[src/rtl/qspi_tx_pkg.sv]
package qspi_tx_pkg;

  localparam int LANE_MAX = 4;

  // Register addresses
  localparam logic [1:0] ADDR_CFG  = 2'd0;
  localparam logic [1:0] ADDR_TXD  = 2'd1;
  localparam logic [1:0] ADDR_IEN  = 2'd2;
  localparam logic [1:0] ADDR_STAT = 2'd3;

  typedef enum logic [1:0] {
    LANE_ONE  = 2'd0,
    LANE_TWO  = 2'd1,
    LANE_FOUR = 2'd2,
    LANE_RSVD = 2'd3
  } laneMode_e;

  // Bit 1 of the encoding is the serial clock level itself.
  typedef enum logic [1:0] {
    PH_IDLE = 2'b00,
    PH_LOW  = 2'b01,
    PH_HIGH = 2'b10
  } phase_e;

  typedef struct packed {
    logic load;    // buffer -> shift register
    logic shift;   // advance one lane group
    logic setEnd;  // raise end-of-transfer flag
  } ctrlStrobe_t;

endpackage

[src/rtl/qspi_tx_ctrl.sv]
module qspi_tx_ctrl
  import qspi_tx_pkg::*;
#(
  parameter int CNT_W = 4,
  parameter int DIV_W = 8
) (
  input  logic              clk,
  input  logic              rstN,
  input  logic              bufFull,
  input  logic [CNT_W-1:0]  cntField,
  input  logic [DIV_W-1:0]  divField,
  output ctrlStrobe_t       strobe,
  output logic              sclk
);

  phase_e             phase, phaseNext;
  logic [DIV_W-1:0]   halfCnt;
  logic [CNT_W-1:0]   cycleCnt;
  logic               halfDone;
  logic               lastCycle;

  assign halfDone  = (halfCnt >= divField);
  assign lastCycle = (cycleCnt >= cntField);
  assign sclk      = phase[1];

  always_comb begin
    strobe    = '0;
    phaseNext = phase;
    unique case (phase)
      PH_IDLE: begin
        if (bufFull) begin
          strobe.load = 1'b1;
          phaseNext   = PH_LOW;
        end
      end
      PH_LOW: begin
        if (halfDone) phaseNext = PH_HIGH;
      end
      PH_HIGH: begin
        if (halfDone) begin
          phaseNext = PH_LOW;
          if (!lastCycle) begin
            strobe.shift = 1'b1;
          end else if (bufFull) begin
            strobe.load = 1'b1;
          end else begin
            strobe.setEnd = 1'b1;
            phaseNext     = PH_IDLE;
          end
        end
      end
      default: phaseNext = PH_IDLE;
    endcase
  end

  always_ff @(posedge clk or negedge rstN) begin
    if (!rstN) begin
      phase    <= PH_IDLE;
      halfCnt  <= '0;
      cycleCnt <= '0;
    end else begin
      phase <= phaseNext;
      if (phaseNext != phase || phase == PH_IDLE) halfCnt <= '0;
      else                                        halfCnt <= halfCnt + 1'b1;
      if (strobe.load)       cycleCnt <= '0;
      else if (strobe.shift) cycleCnt <= cycleCnt + 1'b1;
    end
  end

  // A falling serial edge with a character waiting never idles the clock.
  assert_gapless_fall_R6: assert property (@(posedge clk) disable iff (!rstN)
    ($fell(sclk) && $past(bufFull)) |-> (phase == PH_LOW));

  // The clock never rises straight out of idle.
  assert_idle_low_R12: assert property (@(posedge clk) disable iff (!rstN)
    ($past(phase) == PH_IDLE) |-> !sclk);

endmodule

[src/rtl/qspi_tx_dpath.sv]
module qspi_tx_dpath
  import qspi_tx_pkg::*;
#(
  parameter int REG_W = 32,
  parameter int CNT_W = 4,
  parameter int DIV_W = 8
) (
  input  logic                 clk,
  input  logic                 rstN,
  input  logic                 regWrEn,
  input  logic [1:0]           regAddr,
  input  logic [REG_W-1:0]     regWrData,
  output logic [REG_W-1:0]     regRdData,
  input  ctrlStrobe_t          strobe,
  input  logic                 sclk,
  output logic                 bufFull,
  output logic [CNT_W-1:0]     cntField,
  output logic [DIV_W-1:0]     divField,
  output logic [LANE_MAX-1:0]  dataOut,
  output logic [LANE_MAX-1:0]  dataOe,
  output logic                 csN,
  output logic                 irqBufEmpty,
  output logic                 irqTxEnd
);

  localparam int SR_W    = (2 ** CNT_W) * LANE_MAX;
  localparam int SH_W    = $clog2(SR_W + 1);
  localparam int POS_CNT = 2;
  localparam int POS_DIR = POS_CNT + CNT_W;
  localparam int POS_SEL = POS_DIR + 1;
  localparam int POS_DIV = POS_SEL + 1;

  laneMode_e         cfgMode;
  logic [CNT_W-1:0]  cfgCnt;
  logic              cfgDirIn;
  logic              cfgSel;
  logic [DIV_W-1:0]  cfgDiv;
  logic [1:0]        irqEn;
  logic [REG_W-1:0]  txBuf;
  logic [SR_W-1:0]   shiftReg;
  logic              txEnd;

  logic              wrCfg, wrTxd, wrIen, wrStat, txAccept;
  logic [SH_W-1:0]   laneCnt;
  logic [SH_W-1:0]   charBits;
  logic [SH_W-1:0]   alignAmt;
  logic [SR_W-1:0]   loadImage;

  assign wrCfg    = regWrEn && (regAddr == ADDR_CFG);
  assign wrTxd    = regWrEn && (regAddr == ADDR_TXD);
  assign wrIen    = regWrEn && (regAddr == ADDR_IEN);
  assign wrStat   = regWrEn && (regAddr == ADDR_STAT);
  assign txAccept = wrTxd && !bufFull;

  // Lane width and character length
  always_comb begin
    unique case (cfgMode)
      LANE_TWO:  laneCnt = SH_W'(2);
      LANE_FOUR: laneCnt = SH_W'(4);
      default:   laneCnt = SH_W'(1);
    endcase
  end

  assign charBits  = (SH_W'(cfgCnt) + SH_W'(1)) * laneCnt;
  assign alignAmt  = SH_W'(SR_W) - charBits;
  assign loadImage = SR_W'(txBuf) << alignAmt;

  // Register and flag state
  always_ff @(posedge clk or negedge rstN) begin
    if (!rstN) begin
      cfgMode  <= LANE_ONE;
      cfgCnt   <= '0;
      cfgDirIn <= 1'b0;
      cfgSel   <= 1'b0;
      cfgDiv   <= '0;
      irqEn    <= '0;
      txBuf    <= '0;
      bufFull  <= 1'b0;
      shiftReg <= '0;
      txEnd    <= 1'b0;
    end else begin
      if (wrCfg) begin
        cfgMode  <= laneMode_e'(regWrData[1:0]);
        cfgCnt   <= regWrData[POS_CNT +: CNT_W];
        cfgDirIn <= regWrData[POS_DIR];
        cfgSel   <= regWrData[POS_SEL];
        cfgDiv   <= regWrData[POS_DIV +: DIV_W];
      end
      if (wrIen) irqEn <= regWrData[1:0];

      if (txAccept) txBuf <= regWrData;
      if (strobe.load)   bufFull <= 1'b0;
      else if (txAccept) bufFull <= 1'b1;

      if (strobe.load)       shiftReg <= loadImage;
      else if (strobe.shift) shiftReg <= shiftReg << laneCnt;

      if (strobe.setEnd)              txEnd <= 1'b1;
      else if (wrStat && regWrData[1]) txEnd <= 1'b0;
    end
  end

  // Lane steering: highest group bit on highest-numbered lane in use
  always_comb begin
    dataOut = '0;
    dataOe  = '0;
    unique case (cfgMode)
      LANE_FOUR: begin
        dataOut = shiftReg[SR_W-1 -: 4];
        dataOe  = cfgDirIn ? 4'b0000 : 4'b1111;
      end
      LANE_TWO: begin
        dataOut[1:0] = shiftReg[SR_W-1 -: 2];
        dataOe       = cfgDirIn ? 4'b0000 : 4'b0011;
      end
      default: begin
        dataOut[0] = shiftReg[SR_W-1];
        dataOe     = 4'b0001;
      end
    endcase
  end

  // Register readback
  always_comb begin
    regRdData = '0;
    unique case (regAddr)
      ADDR_CFG: begin
        regRdData[1:0]               = cfgMode;
        regRdData[POS_CNT +: CNT_W]  = cfgCnt;
        regRdData[POS_DIR]           = cfgDirIn;
        regRdData[POS_SEL]           = cfgSel;
        regRdData[POS_DIV +: DIV_W]  = cfgDiv;
      end
      ADDR_TXD:  regRdData = txBuf;
      ADDR_IEN:  regRdData[1:0] = irqEn;
      default:   regRdData[1:0] = {txEnd, !bufFull};
    endcase
  end

  assign cntField    = cfgCnt;
  assign divField    = cfgDiv;
  assign csN         = !cfgSel;
  assign irqBufEmpty = irqEn[0] && !bufFull;
  assign irqTxEnd    = irqEn[1] && txEnd;

  assert_lanes_hold_R12: assert property (@(posedge clk) disable iff (!rstN)
    (sclk && $past(sclk)) |-> $stable(dataOut));

  assert_load_frees_R2: assert property (@(posedge clk) disable iff (!rstN)
    strobe.load |=> !bufFull);

  assert_full_drop_R11: assert property (@(posedge clk) disable iff (!rstN)
    (wrTxd && bufFull) |=> $stable(txBuf));

  assert_end_clock_low_R7: assert property (@(posedge clk) disable iff (!rstN)
    $rose(txEnd) |-> !sclk);

  assert_end_needs_empty_R7: assert property (@(posedge clk) disable iff (!rstN)
    $rose(txEnd) |-> !$past(bufFull));

endmodule

[src/rtl/qspi_tx_engine.sv]
module qspi_tx_engine
  import qspi_tx_pkg::*;
#(
  parameter int REG_W = 32,
  parameter int CNT_W = 4,
  parameter int DIV_W = 8
) (
  input  logic              clk,
  input  logic              rstN,
  input  logic              regWrEn,
  input  logic [1:0]        regAddr,
  input  logic [REG_W-1:0]  regWrData,
  output logic [REG_W-1:0]  regRdData,
  output logic              sclk,
  output logic              csN,
  output logic [3:0]        dataOut,
  output logic [3:0]        dataOe,
  output logic              irqBufEmpty,
  output logic              irqTxEnd
);

  ctrlStrobe_t       strobe;
  logic              bufFull;
  logic [CNT_W-1:0]  cntField;
  logic [DIV_W-1:0]  divField;

  qspi_tx_ctrl #(.CNT_W(CNT_W), .DIV_W(DIV_W)) u_ctrl (
    .clk      (clk),
    .rstN     (rstN),
    .bufFull  (bufFull),
    .cntField (cntField),
    .divField (divField),
    .strobe   (strobe),
    .sclk     (sclk)
  );

  qspi_tx_dpath #(.REG_W(REG_W), .CNT_W(CNT_W), .DIV_W(DIV_W)) u_dpath (
    .clk         (clk),
    .rstN        (rstN),
    .regWrEn     (regWrEn),
    .regAddr     (regAddr),
    .regWrData   (regWrData),
    .regRdData   (regRdData),
    .strobe      (strobe),
    .sclk        (sclk),
    .bufFull     (bufFull),
    .cntField    (cntField),
    .divField    (divField),
    .dataOut     (dataOut),
    .dataOe      (dataOe),
    .csN         (csN),
    .irqBufEmpty (irqBufEmpty),
    .irqTxEnd    (irqTxEnd)
  );

endmodule

[config.mk]
export PLATFORM = sky130hd
export DESIGN_NAME = qspi_tx_engine
export DESIGN_NICKNAME = d
export VERILOG_FILES = /design/src/rtl/qspi_tx_pkg.sv /design/src/rtl/qspi_tx_ctrl.sv /design/src/rtl/qspi_tx_dpath.sv /design/src/rtl/qspi_tx_engine.sv
export SDC_FILE = /design/constraint.sdc
export NUM_CORES = 1
export LEC_CHECK = 0
export BUFFER_PORTS_ARGS = -buffer_cell sky130_fd_sc_hd__buf_2
export CAP_MARGIN = 40
export CORE_MARGIN = 3
export CORE_UTILIZATION = 50
export CTS_CLUSTER_DIAMETER = 40
export DETAILED_ROUTE_END_ITERATION = 16
export PLACE_DENSITY = 0.68
export SKIP_CTS_REPAIR_TIMING = 1
export SYNTH_ARGS = -nofsm -noshare
export SYNTH_HDL_FRONTEND = slang
export SYNTH_HIERARCHICAL = 1
export SYNTH_SLANG_ARGS = --single-unit
[constraint.sdc]
create_clock -name clk -period 6.6 [get_ports clk]
set_clock_uncertainty 0.15 [all_clocks]
set_input_delay 0.33 -clock clk [delete_from_list [all_inputs] [get_ports clk]]
set_output_delay 0.33 -clock clk [all_outputs]
set_load 0.05 [all_outputs]
Word-level counts from Yosys, hierarchy flattened
Cells that the tools add are included.
{ "totals": {"in_bits": 37, "output_inout_bits": 44, "ff_bits": 130, "elab_cells": 79} }
{ "classes": {"n_mux": 33, "n_mul": 1, "reduce_logical": 16, "order_cmp": 2, "shift": 2, "add_sub_neg": 4, "eq_ne": 8} }
{ "op_table": {"columns": ["op", "n"], "rows": [
  ["2-to-1 mux 64 bit", 2],
  ["<< shifter 32 x 7 -> 64 bit", 1],
  ["<< shifter 64 x 3 -> 64 bit", 1],
  ["one-hot mux 14 bit (2 select lines)", 1],
  ["2-to-1 mux 16 bit", 1],
  ["2-to-1 mux 2 bit", 6],
  ["2-to-1 mux 4 bit", 3],
  ["one-hot mux 2 bit (3 select lines)", 2],
  ["2-to-1 mux 1 bit", 11],
  ["adder 8 x 1 -> 8 bit (second input constant)", 1],
  ["== test 2 bit (second input constant)", 4],
  [">= comparator 8 bit", 1],
  ["logical AND 1 bit", 8],
  ["2-to-1 mux 8 bit", 1],
  ["one-hot mux 4 bit (2 select lines)", 1],
  ["multiplier 7 x 3 -> 7 bit", 1],
  ["subtractor 7 bit (first input constant)", 1],
  ["== test 2 x 1 -> 1 bit (second input constant)", 3],
  ["one-hot mux 1 bit (2 select lines)", 3],
  ["one-hot mux 3 bit (2 select lines)", 1],
  ["nonzero test 2 bit", 3],
  ["adder 4 x 1 -> 5 bit (second input constant)", 1],
  ["adder 4 x 1 -> 4 bit (second input constant)", 1],
  [">= comparator 4 bit", 1],
  ["5 further kinds", 7]
]} }

Depth between registers and ports, before layout
Gate-level depths: netlist (run 1).
{ "depth": {"ltp_word": 7, "depth_mapped": 20, "ltp_nobuf": 15} }

By module
The synthesis (run 1) kept the hierarchy.
{ "modules_own_cells": {"columns": ["module", "area_each_um2", "cells_each", "n_inst", "seq_area_each_um2"], "rows": [
  ["qspi_tx_dpath", 10855.4, 1120, 1, 2902.8],
  ["qspi_tx_ctrl", 1064.8, 104, 1, 350.3]
]} }

Least setup slack after synthesis (run 1)
Ideal clock, no wire load.
{ "synth_path": {"path_type": "reg-to-reg", "start": "register u_dpath.cfgMode[0]", "end": "register u_dpath.shiftReg[56]", "stages_incl_launch_ff": 19, "t_arrival_ns": 4.528, "n_path_buf": 6, "setup_ns": 0.124, "required_ns": 6.326, "synth_period_minus_slack_ns": 4.802, "setup_slack_ns": 1.798, "cell_sequence": "dfrtp_1 > inv_1 > ha_1 > buf_4 > buf_2 > clkbuf_1 > clkbuf_1 > nand2_1 > fa_1 > ha_1 > ha_1 > clkbuf_2 > o21ai_0 > nor2_1 > or2_2 > buf_4 > mux4_2 > o211ai_1 > a21oi_1"} }
{ "synth_via": {"elab_chain_len": 6, "elab_cells_between_ends": 9, "cone_classes": "add/sub (1); mul (1); eq/ne (2); shift (2); mux (3)"} }
{ "synth_rtl": {"columns": ["item", "line", "rtl"], "rows": [
  ["start, declared", "qspi_tx_dpath.sv:33", "laneMode_e cfgMode;"],
  ["start signal, assigned", "qspi_tx_dpath.sv:83", "cfgMode <= laneMode_e'(regWrData[1:0]);"],
  ["== test 2 bit or == test 2 x 1 -> 1 bit (tied branches)", "qspi_tx_dpath.sv:57", "unique case (cfgMode)"],
  ["one-hot mux 3 bit (2 select lines) (*)", "qspi_tx_dpath.sv:57", null],
  ["multiplier 7 x 3 -> 7 bit", "qspi_tx_dpath.sv:64", "assign charBits = (SH_W'(cfgCnt) + SH_W'(1)) * laneCnt;"],
  ["subtractor 7 bit", "qspi_tx_dpath.sv:65", "assign alignAmt = SH_W'(SR_W) - charBits;"],
  ["<< shifter 32 x 7 -> 64 bit", "qspi_tx_dpath.sv:66", "assign loadImage = SR_W'(txBuf) << alignAmt;"],
  ["2-to-1 mux 64 bit (*)", "qspi_tx_dpath.sv:95", "if (strobe.load) shiftReg <= loadImage;"],
  ["end signal, assigned", "qspi_tx_dpath.sv:95", null],
  ["end signal, assigned", "qspi_tx_dpath.sv:96", "else if (strobe.shift) shiftReg <= shiftReg << laneCnt;"],
  ["end, declared", "qspi_tx_dpath.sv:40", "logic [SR_W-1:0] shiftReg;"]
]} }
Every way passes the cells marked *; elsewhere a longest branch is shown, timed or not. The select of a mux whose other input is x is not followed.
A chain may end at the register's enable or synchronous reset.

Worst setup path in the final report (run 1)
{ "layout_path": {"start": "register u_dpath.cfgMode[0]", "end": "register u_dpath.shiftReg[16]"} }
Same word-level chain as after synthesis.

==> results_dict.tcl, run 1 <==
set metrics [dict create \
    status "finished with violations" \
    failed_checks "negative hold slack" \
    whs_ps -4.65 \
    ys_ff_latch 130 \
    fillerInstances 1966 \
    first_pass_iters 6 \
    avgViaCountPerCell 6.86 \
    cts_sinks 130 \
    setup_viol 0 \
    synthAdderAreaFrac_pct 3.72 \
    ant_nets 0 \
    synth_top_area_share_pct 27.3 \
    cap_violations 0 \
    multi_input_area_sq_um 8100 \
    clk_pin_slew_ps 80 \
    io_buffers 80 \
    core_area_sq_um 23100 \
    cts_root_buf "clkbuf_16" \
    gp_congestion 1.03 \
    num_rows 55 \
    muxShareOfSynthArea_pct 30.8 \
    ys.flop_type "dfrtp_1" \
    crit_arrival_ps 5610 \
    synthSimpleGateAreaFrac_pct 13.5 \
    drive_above_1_share_pct 25.8 \
    cts_buffers 17 \
    grt_pass1_wl_um 59700 \
    synth-xor-area-share_pct 1.18 \
    htreeDepth 4 \
    wl_per_cell_um 23.6 \
    dieHeight_um 160 \
    fin_cells 1592 \
    hold_viol_final 2 \
    syn_nets 1294 \
    nNetsFinal 1336 \
    min_period_over_period_pct 81.4 \
    worst_ep_required_time_ps 6830 \
    drc_errors 0 \
    setup.worst_path.end_class "flop" \
    start_kind "flop" \
    met1Wirelength_um 15300 \
    worst_pin_slew_ps 891 \
    io_pins 81 \
    synth-edff-count 0 \
    top_layer "met5" \
    maxSlewHeadroom_pct 40.6 \
    grt_max_degree 87 \
    wirelength_um 37500 \
    die_area_sq_um 25700 \
    dp_hpwl_um 26500 \
    vias 10900 \
    wl_met3_um 3680 \
    yosysWarnings 6 \
    seqCellArea_sq_um 3250 \
    yosysTopAreaCell "dfrtp_1" \
    path_max_fanout 27 \
    area_growth_pct 12.6 \
    synth_top_family_by_area "multiplexers" \
    clk_latency_ps 450 \
    async_flop_share_pct 100 \
    finalSetupTns_ps 0 \
    layout_min_cycle_time_ps 5370 \
    initial_core_util_pct 51.7 \
    rsz0062_at_grt "no" \
    synth_area_sq_um 11900 \
    max_freq_ghz 0.186 \
    met2WireLength_um 17100 \
    crit_type "reg2reg" \
    synthTopCellsByArea "dfrtp_1 (27%), mux4_2 (14%), mux2i_1 (8.8%), mux2_2 (6.4%), nor2_1 (3.6%)" \
    drtIter0Drc 1693 \
    clockBufferDepth 2 \
    slew_violations 0 \
    ys_types 94 \
    avgSynthCellArea_sq_um 9.74 \
    dp.cells 1533 \
    postSynthCellCount 1224 \
    cts_tree "done" \
    setup_ws_ps 1230 \
    min_path_type "in2reg" \
    yosysSeqAreaShare_pct 27.3 \
    diodes 0 \
    grt_usage_pct 29.0 \
    die_w_um 160 \
    pre_cts_ws_ps 1430 \
    utilization_pct 58.2 \
    antenna_found_initial 2 \
    grt_pass1_vias 10400 \
    synth-compound-area-share_pct 18.2 \
    grt-ovfl-total 0 \
]
[flip-flops by register name (all words and copies together) (netlist names)]
register and cells:
u_ctrl/cycleCnt 4, u_ctrl/halfCnt 8, u_ctrl/phase 2, u_dpath/bufFull 1, u_dpath/cfgDirIn 1, u_dpath/cfgMode 2, u_dpath/cfgSel 1, u_dpath/cntField 4
u_dpath/divField 8, u_dpath/irqEn 2, u_dpath/shiftReg 64, u_dpath/txBuf 32, u_dpath/txEnd 1
[synthesized netlist by cell type, types with 6 or more instances]
master / n
nand4_1: 6
o31ai_1: 8
nor4_1: 7
clkbuf_1: 57
ha_1: 29
xnor2_1: 7
nor2b_1: 8
inv_1: 27
mux4_2: 76
buf_2: 24
buf_1: 17
mux2_2: 68
nand3_1: 27
o21ai_0: 43
a31oi_1: 14
a22oi_1: 14
and2_1: 24
dfrtp_1: 130
o22a_1: 18
mux2i_1: 105
o22ai_1: 22
and3_1: 9
a21oi_1: 85
a2111oi_0: 6
nor2_1: 114
nor3_1: 30
a211oi_1: 12
nand2_1: 81
a221oi_1: 10
a21o_1: 7
xor2_1: 9
mux2_4: 6
o211ai_1: 12
[cells by family after synthesis]
family / count (synthesis)
simple gates: 338
compound gates: 308
fa+ha+maj: 33
mux: 259
flops: 130
xor+xnor: 16
buf+inv: 140
[layout by cell type (no fill, tap or decap), types with 30 or more instances in the layout]
cell type  instances
dfrtp_1          130
mux2_2            68
mux4_2            76
nand2_1           81
buf_2             79
o21ai_0           43
nor3_1            30
mux2i_1          105
a21oi_1           85
nor2_1           113
[per-stage QoR]
step	hold slack (ps)	instance area, sq um
floorplan	-116	11900
global placement	202	12400
detailed placement	206	12500
CTS	-263	13200
global route	2.68	13400
finish	-4.65	13400
[critical path, cell delays in order (launching register included)]
cell	delay (ps)
dfrtp_1	420
inv_1	150
ha_4	260
nor2b_4	130
buf_4	240
inv_2	290
ha_2	270
inv_1	60
fa_1	750
inv_2	490
nor2_1	240
a221oi_1	640
mux2i_1	210
a2111oi_0	790
o22a_1	210
[worst paths after layout]
check,endpoint,cells after the start,startpoint,slack (ps)
min in group asynchronous,u_dpath/shiftReg[17],2,rstN,290
worst max-delay path,u_dpath/shiftReg[16],14,u_dpath/cfgMode[0],1230
worst min-delay path,u_dpath/cfgMode[0],3,regWrData[0],-5
worst min register to register,u_dpath/txEnd,1,u_dpath/txEnd,380
worst max register to register,u_dpath/shiftReg[16],14,u_dpath/cfgMode[0],1230
max in group asynchronous,u_dpath/txBuf[19],4,rstN,5000
[metal layers]
metal  track usage [%]  vias up
met2              44.3      691
met3              6.99      109
met5                 0        -
met1              40.0     5354
met4              11.2        4
li1                  -     4769
[final cells by class]
class	count	area share [%]
Multi-Input combinational cell	954	60.4
Sequential cell	130	24.2
Timing Repair Buffer	133	6.97
Clock buffer	17	3.17
Tap cell	313	2.92
Clock inverter	15	1.50
Inverter	30	0.839
Power of run 1 is left out: the tool's default activity adds up to more than one toggle a clock period on the data nets, which glitch-free logic cannot reach.
==> run 2: changes to the inputs <==
==> constraint.sdc (replaced) <==
create_clock -name clk -period 5.4 [get_ports clk]
set_clock_uncertainty 0.15 [all_clocks]
set_input_delay 0.27 -clock clk [delete_from_list [all_inputs] [get_ports clk]]
set_output_delay 0.27 -clock clk [all_outputs]
set_load 0.05 [all_outputs]
==> results_dict.tcl, run 2 (same netlist as run 1, synthesis figures left out) <==
set metrics [dict create \
    final_cell_mix "dfrtp_1 (130), nor2_1 (113), mux2i_1 (105)" \
    io_buffers 80 \
    die_area_sq_um 25700 \
    hold_viol_final 0 \
    wirelength_um 38100 \
    gp_congestion 1.01 \
    path_max_fanout 19 \
    min_period_over_period_pct 92.8 \
    setup.worst_path.end_class "flop" \
    grt-ovfl-total 0 \
    grt_pass1_vias 10100 \
    max_freq_ghz 0.199 \
    grt_max_degree 71 \
    die_w_um 160 \
    postPlaceCellArea_sq_um 12600 \
    worst_pin_slew_ps 851 \
    diodes 0 \
    wl_per_cell_um 23.7 \
    core_area_sq_um 23100 \
    drive_above_1_share_pct 26.2 \
    maxSlewHeadroom_pct 43.0 \
    start_kind "flop" \
    antenna_found_initial 0 \
    avgViaCountPerCell 6.72 \
    first_pass_iters 5 \
    slew_violations 0 \
    vias 10800 \
    cap_violations 0 \
    setup_ws_ps 386 \
    layout_commonest_cell "dfrtp_1" \
    grt_pass1_wl_um 59600 \
    initial_core_util_pct 51.7 \
    drc_errors 0 \
    cts_tree "done" \
    pre_cts_ws_ps 430 \
    grt_usage_pct 29.1 \
    nNetsFinal 1353 \
    htreeDepth 4 \
    top_register "u_dpath/shiftReg" \
    status "finished clean" \
    layout_min_cycle_time_ps 5010 \
    clk_pin_slew_ps 70 \
    area_growth_pct 13.3 \
    drtIter0Drc 1298 \
    finalSetupTns_ps 0 \
    num_rows 55 \
    clk_latency_ps 440 \
    worst_ep_required_time_ps 5560 \
    crit_arrival_ps 5170 \
    cts_buffers 17 \
    dieHeight_um 160 \
    min_path_type "in2reg" \
    dp_hpwl_um 27400 \
    io_pins 81 \
    crit_type "reg2reg" \
    cts_root_buf "clkbuf_16" \
    design_area_sq_um 13500 \
    ant_nets 0 \
    largestRegisters "u_dpath/shiftReg: 64 flops, u_dpath/txBuf: 32 flops" \
    setup_viol 0 \
    utilization_pct 58.6 \
    clockBufferDepth 2 \
    rsz0062_at_grt "no" \
    cts_sinks 130 \
    largest_register_ffs 64 \
]
[run 2: changes by cell type in the layout (fill, tap and decap cells not counted), sizes merged]
cell / previous run / this run
bufinv: 0 / 1
dlygate4sd3: 27 / 33
clkinvlp: 0 / 1
inv: 36 / 39
clkdlybuf4s15: 1 / 0
clkinv: 9 / 4
buf: 105 / 117
[run 2: layout make-up]
class | instances | area, sq um
clock buffers | 17 | 425
clock inverters | 15 | 161
fillers | 1996 | 9550
inverters | 30 | 113
multi-input cells | 954 | 8100
flip-flops and latches | 130 | 3250
well taps | 313 | 392
repair buffers | 150 | 1050
[run 2: per-layer routing]
metal  wire length, um  global-route usage [%]  vias to the layer above
met5                 0                       0                        -
met4               807                    7.38                        0
met3              3650                    6.63                       68
met2             17700                    44.8                      621
met1             16000                    41.7                     5326
li1                  -                       -                     4797
[run 2: path summary, 6_finish.rpt]
check | slack [ps] | startpoint | end | cells after the start
worst min register to register | 360 | u_dpath/txEnd | u_dpath/txEnd | 1
max in group asynchronous | 3550 | rstN | u_ctrl/cycleCnt[2] | 3
worst min-delay path | 20 | regWrEn | u_dpath/bufFull | 3
min in group asynchronous | 290 | rstN | u_dpath/shiftReg[2] | 2
worst max register to register | 390 | u_dpath/cntField[0] | u_dpath/shiftReg[56] | 13
worst max-delay path | 390 | u_dpath/cntField[0] | u_dpath/shiftReg[56] | 13
[run 2: through the flow]
step,hold slack [ps],instances
2_1_floorplan,-176,1224
3_3_place_gp,198,1540
3_5_place_dp,191,1544
4_1_cts,-265,1576
5_1_grt,31.9,1609
6_report,16.7,1609
[run 2: worst max-delay path: stages, from the launching register on]
cell and delay (ps):
dfrtp_1 590, ha_1 300, xor2_1 250, nand2_1 110, fa_1 470, ha_1 290, ha_1 510, o21ai_0 150
nor2_1 370, or2_2 480, buf_4 310, mux4_2 570, o211ai_1 240, a21oi_1 100
Power of run 2 is left out for the same reason.
==> run 3: changes to the inputs <==
--- a/config.mk
+++ b/config.mk
@@ -5,13 +5,16 @@
 export SDC_FILE = /design/constraint.sdc
 export NUM_CORES = 1
 export LEC_CHECK = 0
+export ABC_AREA = 1
 export BUFFER_PORTS_ARGS = -buffer_cell sky130_fd_sc_hd__buf_2
 export CAP_MARGIN = 40
+export CORE_ASPECT_RATIO = 0.75
 export CORE_MARGIN = 3
 export CORE_UTILIZATION = 50
 export CTS_CLUSTER_DIAMETER = 40
 export DETAILED_ROUTE_END_ITERATION = 16
 export PLACE_DENSITY = 0.68
+export REMOVE_ABC_BUFFERS = 1
 export SKIP_CTS_REPAIR_TIMING = 1
 export SYNTH_ARGS = -nofsm -noshare
 export SYNTH_HDL_FRONTEND = slang
==> results_dict.tcl, run 3 <==
set metrics [dict create \
    clk_latency_ps 440 \
    cts_tree "done" \
    die_w_um 178 \
    r2r-start "u_dpath/cfgMode[0]" \
    avgViaCountPerCell 5.92 \
    yosysTopAreaCell "dfrtp_1" \
    ff2ff_path_depth 13 \
    slew_violations 0 \
    postSynthCellCount 1799 \
    largest_register_ffs 64 \
    io_pins 81 \
    yosysWarnings 6 \
    fillerInstances 2180 \
    avgSynthCellArea_sq_um 6.14 \
    synthTopCellsByArea "dfrtp_1 (29%), nand3_1 (18%), nand2_1 (16%), nor2_1 (7.7%), a21oi_1 (4.5%)" \
    whs_ps -26.5 \
    start_kind "flop" \
    whs_path_depth 3 \
    diodes 0 \
    initial_core_util_pct 51.6 \
    r2r_setup_slack_ps 810 \
    grt_max_degree 71 \
    min_period_over_period_pct 85.0 \
    hold_path_end "u_dpath/txBuf[2]" \
    maxSlewHeadroom_pct 42.9 \
    antenna_found_initial 0 \
    path_max_fanout 48 \
    setup.worst_path.end_class "flop" \
    ant_nets 0 \
    core_area_sq_um 21400 \
    area_growth_pct 12.1 \
    dieHeight_um 135 \
    max_freq_ghz 0.218 \
    final_cell_mix "nand2_1 (460), nand3_1 (398), nor2_1 (226)" \
    setup_viol 0 \
    multi_input_area_sq_um 6880 \
    hold_start "regWrData[2]" \
    seqCellArea_sq_um 3250 \
    worst_pin_slew_ps 854 \
    grt_pass1_wl_um 63100 \
    status "finished with violations" \
    layout_commonest_cell "nand2_1" \
    hold_viol_final 7 \
    min_path_type "in2reg" \
    wirelength_um 39700 \
    clk_pin_slew_ps 60 \
    finalSetupTns_ps 0 \
    top_register "u_dpath/shiftReg" \
    synth_area_sq_um 11100 \
    failed_checks "negative hold slack" \
    worst_ep_required_time_ps 5570 \
    htreeDepth 4 \
    synth_top_area_share_pct 29.4 \
    rsz0062_at_grt "no" \
    crit_arrival_ps 4760 \
    r2r-end "u_dpath/shiftReg[50]" \
    synthTopCellsByCount "nand2_1 (460), nand3_1 (399), nor2_1 (227)" \
    die_area_sq_um 23900 \
    cap_violations 0 \
    synth-edff-count 0 \
    first_pass_iters 6 \
    ys_ff_latch 130 \
    largestRegisters "u_dpath/shiftReg: 64 flops, u_dpath/txBuf: 32 flops" \
    synth.most_common_cell "nand2_1" \
    grt_usage_pct 33.3 \
    ys_types 40 \
    dp_hpwl_um 28600 \
    yosysSeqAreaShare_pct 29.4 \
    io_buffers 80 \
    cts_root_buf "clkbuf_16" \
    grt_pass1_vias 11100 \
    drc_errors 0 \
    num_rows 46 \
    async_flop_share_pct 100 \
    grt-ovfl-total 0 \
    drtIter0Drc 1632 \
    clockBufferDepth 2 \
    crit_type "reg2reg" \
    wl_per_cell_um 18.6 \
    layout_min_cycle_time_ps 4590 \
    utilization_pct 57.9 \
    cts_sinks 130 \
    vias 12600 \
    gp_congestion 1.02 \
    ys.flop_type "dfrtp_1" \
    drive_above_1_share_pct 8.91 \
    nNetsFinal 1898 \
    cts_buffers 17 \
]
[run 3: changes by cell type after synthesis, moves of 76 or more]
| cell | change |
|---|---|
| nand3_1 | +372 |
| inv_1 | +82 |
| mux4_2 | -76 |
| mux2i_1 | -101 |
| nand2_1 | +379 |
| nor2_1 | +113 |
[run 3: worst max-delay path by stage]
stage	end	slack (ps)	startpoint
after global routing	u_dpath/shiftReg[57]	530	u_dpath/cfgMode[0]
after floorplan	u_dpath/shiftReg[49]	-2140	u_dpath/cfgMode[0]
after detailed placement	u_dpath/shiftReg[49]	970	u_dpath/cfgMode[0]
after global placement	u_dpath/shiftReg[50]	1040	u_dpath/cfgMode[0]
final	u_dpath/shiftReg[50]	810	u_dpath/cfgMode[0]
after CTS	u_dpath/shiftReg[49]	950	u_dpath/cfgMode[0]
[run 3: cells by family (layout without fill, tap and decap cells)]
| group | Yosys count | count (layout) | share of synthesized area (%) |
|---|---|---|---|
| AO/OA/AOI/OAI | 251 | 251 | 12.4 |
| XOR/XNOR | 14 | 14 | 1.18 |
| adder cells (fa/ha/maj) | 33 | 33 | 4.01 |
| buffers and inverters | 243 | 284 | 8.66 |
| flip-flops | 130 | 130 | 29.4 |
| multiplexers | 4 | 4 | 0.362 |
| AND/OR/NAND/NOR | 1124 | 1124 | 44.0 |
[run 3: worst max-delay path: stages, from the launching register on]
cell	delay, ps
dfrtp_1	410
inv_1	110
ha_4	610
nand2_1	180
fa_1	570
ha_1	230
ha_1	390
xnor2_2	190
inv_2	620
nand3_1	310
nand3_1	180
nand3_1	210
nand2_1	200
a21oi_1	80
[run 3: through the flow]
| stage | cell area, sq um | worst slack, ps | cells |
|---|---|---|---|
| 3_5_place_dp | 11600 | 970 | 2068 |
| 6_report | 12400 | 810 | 2128 |
| 4_1_cts | 12100 | 946 | 2099 |
| 5_1_grt | 12400 | 526 | 2128 |
| 2_1_floorplan | 10600 | -2140 | 1677 |
| 3_3_place_gp | 11500 | 1040 | 2065 |
[run 3: cell type report]
type / instances / area share [%]
Clock inverter: 11 / 0.525
Clock buffer: 20 / 3.69
Timing Repair Buffer: 132 / 7.44
Multi-Input combinational cell: 1426 / 55.5
Sequential cell: 130 / 26.3
Tap cell: 288 / 2.91
Inverter: 121 / 3.67
[run 3: per-layer routing]
layer	routed length, um	GRT usage [%]
met1	18700	51.9
met4	487	6.97
met3	3440	5.96
met5	0	0
met2	17000	48.0
Power of run 3 is left out for the same reason.
